<file path="src/rtl/sdt_sched_pkg.sv">
package sdt_sched_pkg;

   typedef enum logic [3:0] {
      ST_IDLE,
      ST_ENT_RD,
      ST_ENT_CAP,
      ST_CS_RD,
      ST_CS_CAP,
      ST_CHK,
      ST_REQ,
      ST_WB,
      ST_NEXT
   } walk_state_t;

endpackage

</file>
<file path="src/rtl/sdt_due_calc.sv">
module sdt_due_calc #(
   parameter int PTR_W   = 8,
   parameter int PAYLOAD = 47
) (
   input  logic [PTR_W-1:0] rd_ptr,
   input  logic [PTR_W-1:0] wr_ptr,
   output logic             due,
   output logic [PTR_W-1:0] rd_ptr_adv
);

   localparam logic [PTR_W-1:0] STEP = PTR_W'(PAYLOAD);

   if (PAYLOAD < 1 || PAYLOAD >= (1 << PTR_W)) begin : g_bad_payload
      $error("sdt_due_calc: PAYLOAD must fit in the pointer range");
   end

   logic [PTR_W-1:0] fill;

   always_comb begin
      fill       = wr_ptr - rd_ptr;
      due        = (fill >= STEP);
      rd_ptr_adv = rd_ptr + STEP;
   end

endmodule

</file>
<file path="src/rtl/sdt_frame_gate.sv">
module sdt_frame_gate #(
   parameter int OVR_W   = 8,
   parameter bit OVR_SAT = 1'b1
) (
   input  logic             clk,
   input  logic             rst_n,
   input  logic             frame_start,
   input  logic             walk_busy,
   input  logic             take,
   output logic             kick,
   output logic             pend,
   output logic             ovr_pulse,
   output logic [OVR_W-1:0] ovr_count
);

   if (OVR_W < 1) begin : g_bad_width
      $error("sdt_frame_gate: OVR_W must be at least 1");
   end

   logic hit;

   assign hit  = frame_start & (walk_busy | pend);
   assign kick = frame_start | pend;

   always_ff @(posedge clk) begin
      if (!rst_n) begin
         pend      <= 1'b0;
         ovr_pulse <= 1'b0;
      end else begin
         pend      <= (pend & ~take) | hit;
         ovr_pulse <= hit;
      end
   end

   if (OVR_SAT) begin : g_sat_cnt
      always_ff @(posedge clk) begin
         if (!rst_n)
            ovr_count <= '0;
         else if (hit && ovr_count != {OVR_W{1'b1}})
            ovr_count <= ovr_count + 1'b1;
      end
   end else begin : g_wrap_cnt
      always_ff @(posedge clk) begin
         if (!rst_n)
            ovr_count <= '0;
         else if (hit)
            ovr_count <= ovr_count + 1'b1;
      end
   end


   ovr_flag_chk: assert property (@(posedge clk) disable iff (!rst_n)
      (frame_start && walk_busy) |=> (ovr_pulse && pend));


   ovr_step_chk: assert property (@(posedge clk) disable iff (!rst_n)
      (ovr_pulse && $past(ovr_count) != {OVR_W{1'b1}})
         |-> ovr_count == OVR_W'($past(ovr_count) + 1'b1));

endmodule

</file>
<file path="src/rtl/sdt_seg_sched.sv">
module sdt_seg_sched
   import sdt_sched_pkg::*;
#(
   parameter int AW       = 14,
   parameter int DW       = 16,
   parameter int PTR_W    = 8,
   parameter int PAYLOAD  = 47,
   parameter int TBL_LOG2 = 5,
   parameter int OVR_W    = 8,
   parameter bit OVR_SAT  = 1'b1
) (
   input  logic             clk,
   input  logic             rst_n,
   input  logic             frame_start,
   input  logic [PTR_W-1:0] wr_ptr,
   input  logic [AW-1:0]    tbl_base,
   output logic             mem_req,
   output logic             mem_we,
   output logic [AW-1:0]    mem_addr,
   output logic [DW-1:0]    mem_wdata,
   input  logic [DW-1:0]    mem_rdata,
   output logic             cell_valid,
   input  logic             cell_ready,
   output logic [AW-1:0]    cell_addr,
   output logic             busy,
   output logic             ovr_pulse,
   output logic [OVR_W-1:0] ovr_count
);

   localparam int EN_BIT  = DW - 1;
   localparam int FIN_BIT = DW - 2;
   localparam int HI_W    = DW - PTR_W;
   localparam logic [TBL_LOG2-1:0] IDX_LAST = {TBL_LOG2{1'b1}};

   if (AW > DW - 2) begin : g_bad_aw
      $error("sdt_seg_sched: address must fit below the two entry flags");
   end
   if (PTR_W >= DW) begin : g_bad_ptr
      $error("sdt_seg_sched: read pointer must leave upper bits in word 0");
   end
   if (TBL_LOG2 < 1 || TBL_LOG2 >= AW) begin : g_bad_tbl
      $error("sdt_seg_sched: table index width out of range");
   end

   walk_state_t          st;
   logic [TBL_LOG2-1:0]  idx;
   logic [AW-1:0]        cs_addr;
   logic                 ent_fin;
   logic [PTR_W-1:0]     rp_q;
   logic [HI_W-1:0]      cs_hi;

   logic                 kick, pend, take, last;
   logic                 due;
   logic [PTR_W-1:0]     rp_adv;
   logic                 unused_base;

   assign unused_base = ^tbl_base[TBL_LOG2-1:0];

   sdt_due_calc #(
      .PTR_W   (PTR_W),
      .PAYLOAD (PAYLOAD)
   ) u_due (
      .rd_ptr     (rp_q),
      .wr_ptr     (wr_ptr),
      .due        (due),
      .rd_ptr_adv (rp_adv)
   );

   sdt_frame_gate #(
      .OVR_W   (OVR_W),
      .OVR_SAT (OVR_SAT)
   ) u_gate (
      .clk         (clk),
      .rst_n       (rst_n),
      .frame_start (frame_start),
      .walk_busy   (busy),
      .take        (take),
      .kick        (kick),
      .pend        (pend),
      .ovr_pulse   (ovr_pulse),
      .ovr_count   (ovr_count)
   );

   assign busy = (st != ST_IDLE);
   assign last = ent_fin || (idx == IDX_LAST);
   assign take = ((st == ST_IDLE) && kick) || ((st == ST_NEXT) && last && pend);

   always_comb begin
      mem_req   = 1'b0;
      mem_we    = 1'b0;
      mem_addr  = cs_addr;
      mem_wdata = {cs_hi, rp_adv};
      case (st)
         ST_ENT_RD: begin
            mem_req  = 1'b1;
            mem_addr = {tbl_base[AW-1:TBL_LOG2], idx};
         end
         ST_CS_RD: mem_req = 1'b1;
         ST_WB: begin
            mem_req = 1'b1;
            mem_we  = 1'b1;
         end
         default: ;
      endcase
   end

   assign cell_valid = (st == ST_REQ);
   assign cell_addr  = cs_addr;

   always_ff @(posedge clk) begin
      if (!rst_n) begin
         st      <= ST_IDLE;
         idx     <= '0;
         cs_addr <= '0;
         ent_fin <= 1'b0;
         rp_q    <= '0;
         cs_hi   <= '0;
      end else begin
         case (st)
            ST_IDLE: begin
               if (kick) begin
                  st  <= ST_ENT_RD;
                  idx <= '0;
               end
            end
            ST_ENT_RD: st <= ST_ENT_CAP;
            ST_ENT_CAP: begin
               cs_addr <= mem_rdata[AW-1:0];
               ent_fin <= mem_rdata[FIN_BIT];
               st      <= mem_rdata[EN_BIT] ? ST_CS_RD : ST_NEXT;
            end
            ST_CS_RD: st <= ST_CS_CAP;
            ST_CS_CAP: begin
               rp_q  <= mem_rdata[PTR_W-1:0];
               cs_hi <= mem_rdata[DW-1:PTR_W];
               st    <= ST_CHK;
            end
            ST_CHK: st <= due ? ST_REQ : ST_NEXT;
            ST_REQ: begin
               if (cell_ready) st <= ST_WB;
            end
            ST_WB: st <= ST_NEXT;
            ST_NEXT: begin
               if (last) begin
                  if (pend) begin
                     st  <= ST_ENT_RD;
                     idx <= '0;
                  end else begin
                     st <= ST_IDLE;
                  end
               end else begin
                  idx <= idx + 1'b1;
                  st  <= ST_ENT_RD;
               end
            end
            default: st <= ST_IDLE;
         endcase
      end
   end


   req_hold_chk: assert property (@(posedge clk) disable iff (!rst_n)
      (cell_valid && !cell_ready) |=> (cell_valid && $stable(cell_addr)));


   wb_after_hs_chk: assert property (@(posedge clk) disable iff (!rst_n)
      mem_we |-> $past(cell_valid && cell_ready));


   wb_single_chk: assert property (@(posedge clk) disable iff (!rst_n)
      mem_we |=> !mem_we);


   idle_quiet_chk: assert property (@(posedge clk) disable iff (!rst_n)
      !busy |-> (!mem_req && !cell_valid));

endmodule

</file>
<file path="config.mk">
export PLATFORM = sky130hd
export DESIGN_NAME = sdt_seg_sched
export DESIGN_NICKNAME = d
export VERILOG_FILES = /design/src/rtl/sdt_sched_pkg.sv /design/src/rtl/sdt_due_calc.sv /design/src/rtl/sdt_frame_gate.sv /design/src/rtl/sdt_seg_sched.sv
export SDC_FILE = /design/constraint.sdc
export NUM_CORES = 1
export LEC_CHECK = 0
export ABC_CLOCK_PERIOD_IN_PS = 3100
export CAP_MARGIN = 25
export CORE_MARGIN = 10
export CORE_UTILIZATION = 35
export DETAILED_ROUTE_END_ITERATION = 6
export GPL_TIMING_DRIVEN = 1
export PLACE_DENSITY = 0.64
export SLEW_MARGIN = 20
export SYNTH_ARGS = -nofsm -noshare
export SYNTH_HDL_FRONTEND = slang
export SYNTH_HIERARCHICAL = 1
export SYNTH_SLANG_ARGS = --single-unit
</file>
<file path="constraint.sdc">
create_clock -name clk -period 3.1 [get_ports clk]
set_clock_uncertainty 0.15 [all_clocks]
set_input_delay 0.465 -clock clk [delete_from_list [all_inputs] [get_ports clk]]
set_output_delay 0.465 -clock clk [all_outputs]
set_load 0.005 [all_outputs]
</file>
==> results.ini <==
[synthesis]
synth.area.top_cells=dfxtp_1 35%, nand2_1 9.3%, mux2_2 5.6%
syn_avg_cell_area_sq_um=8.48
netlist_area_sq_um=2820
netlist.area_leader.share_pct=35.4
ys_seq_elements=50
synth_edf_count=0
ys.warnings.count=6
synth_most_common_cell=nand2_1
synth_common_cells=70 x nand2_1, 50 x dfxtp_1, 19 x a21boi_0, 14 x a21oi_1, 14 x mux2_2
seq_area_frac_synth_pct=35.4
ys_async_sr_fraction_pct=0
syn_nets=388
synth_top_cell_by_area=dfxtp_1
synth_cell_types=56
synth-main-ff-cell=dfxtp_1
synthCells=333

[worst_hold_path]
hold_path.class=register to register
min_from=rp_q[3]
hold_depth=2
hold_path_end=rp_q[3]

[worst_setup_path]
startpoint_type=input pin
critPathCaptureType=register
cp_data_required_time_ns=3.15
r2r_cells=11
critPathSlowestCell=clkdlybuf4s50_1
rrSetupSlack_ns=0.54
cp_cell_sequence=clkdlybuf4s50_1, inv_1, ha_1, inv_1, fa_1, a211oi_1, o21bai_1, a21oi_1, xor2_1, o211ai_1, nor2b_1, o21ai_0, a21oi_1
critical_path.max_stage_delay_ns=0.41
critical_path_class=input pin to register
critPathMaxFanout=3
worstReg2RegEnd=st[2]
cp.arrival_ns=2.82
r2r-start=rp_q[0]

[clock_network]
cts_num_sinks=50
clk_path_buf_depth=2
htree_num_levels=2
post-cts-setup-buffers=0
numCtsBuffers=5
ctsHoldBuffers=0
cts-root-buf=clkbuf_8
ctsResizeCount=0
clk_pin_slew_ns=0.09
cts_tree=built
clkLatencyLatePin_ns=0.31

[power]
p_total_mw=1.58
power.density_nw_per_um2=401
ir_drop_uv=228
p_leak_nw=1.40

[global_route]
grt_util_met1_pct=16.1
grtUsageMet2_pct=22.0
grt_pass1_vias=2538
met3_usage_pct=3.74
grtUsageTotal_pct=13.2
grt-busiest-layer=met2
grt_start_max_net_pins=28
grt_pass1_wl_mm=12.8
antenna_found_initial=0
overflow=0

[floorplanning]
fp.dieH_um=110
rows=32
ios=99
initial_core_util_pct=36.2
core_area_sq_um=7810
die_area_sq_um=12100
fp.dieW_um=110

[route]
drc_errors=0
vias_per_cell=4.99
drtPass1Iterations=4
ant_nets=0
drt_iter0_drc=106
vias=2616
wl_per_cell_um=15.3
routed_wl_mm=8.01

[sta]
slew_headroom_pct=43.4
hold_ws_ns=0.312
max_freq_mhz=361
rsz0062_at_grt=no
slew_violations=0
setup_viol=0
finalCritPeriodShare_pct=89.3
min_period_ns=2.77
tns_ns=0
finalHoldViolCount=0
tightest_slew_ns=0.846

[place]
dp_cells=517
hpwl_mm=6.23
place.gp.congestion=0.834
port_buffers=93

[finish]
final_cells=524
syn_to_final_growth_pct=39.8
nNetsFinal=477
antenna_cells=0
drive_gt1_share_pct=8.06
fin_util_pct=50.6

[flow_run]
max_cap_violations=0

[status]
outcome=complete, no violations

==> per-layer routing <==
| metal | vias to the layer above | part of all wire (%) |
|---|---|---|
| li1 | 1340 | - |
| met3 | 7 | 6.5 |
| met2 | 52 | 50 |
| met1 | 1217 | 42 |
| met5 | - | 0 |
| met4 | 0 | 0.95 |
==> area by class of cell <==
class,instances,area (sq um)
timing repair buffer,97,961
inverter,14,52.6
multi-input combinational,254,1700
sequential,50,1000
fill,764,3860
clock inverter,2,38.8
clock buffer,5,68.8
tap,102,128
==> through the flow <==
step | worst slack (ns) | instance area, sq um
CTS | 0.314 | 3950
detailed placement | 0.00308 | 3840
global route | 0.199 | 3950
global placement | 0.0590 | 3840
finish | 0.332 | 3950
floorplan | 0.642 | 2820
==> flip-flops by register name, indices dropped and copies added (netlist names) <==
signal and cells:
u_gate/ovr_count 8, u_gate/ovr_pulse 1, st 4, rp_q 8, idx 5, ent_fin 1
cell_addr 14, cs_hi 8, u_gate/pend 1
==> report_power, final <==
part	switching [mW]	internal [mW]	total, mW
clock	0.225	0.238	0.463
sequential	0.0323	0.672	0.705
combinational	0.179	0.236	0.415
total	0.436	1.15	1.58
==> critical path, delay by kind of cell <==
kind	cells	cell delay, ns
buf+inv	3	0.53
simple gates	1	0.16
compound gates	6	0.95
fa+ha+maj	2	0.54
xor+xnor	1	0.16
==> kinds of logic (layout without fill, tap and decap cells) <==
group / Yosys count / after routing / share of synthesized area, %
buffers and inverters: 29 / 118 / 4.43
muxes: 16 / 16 / 6.29
xor gates and xnor gates: 14 / 14 / 4.34
DFF: 50 / 50 / 35.4
and+or+nand+nor: 129 / 129 / 22.9
AOI/OAI and AO/OA: 82 / 82 / 20.6
adders and majority gates: 13 / 13 / 6.03
==> worst max-delay path by stage <==
stage	from	to	slack [ns]	cells after the start
global placement	wr_ptr[0]	st[2]	0.06	13
CTS	wr_ptr[0]	st[2]	0.31	13
global route	wr_ptr[0]	st[1]	0.20	13
detailed placement	wr_ptr[0]	st[2]	0.003	13
finish	wr_ptr[0]	st[2]	0.33	13
floorplan	wr_ptr[0]	st[2]	0.64	12
==> layout by cell type (no fill, tap or decap), types with 8 or more instances in the layout <==
| cell | n |
|---|---|
| a21boi_0 | 19 |
| a21boi_1 | 12 |
| a21oi_1 | 14 |
| clkdlybuf4s50_1 | 93 |
| dfxtp_1 | 50 |
| ha_1 | 12 |
| inv_1 | 13 |
| mux2_2 | 14 |
| nand2_1 | 70 |
| nor2_1 | 11 |
| o21ai_0 | 8 |
| xnor2_1 | 8 |
Power figures use the tool's default switching activity.
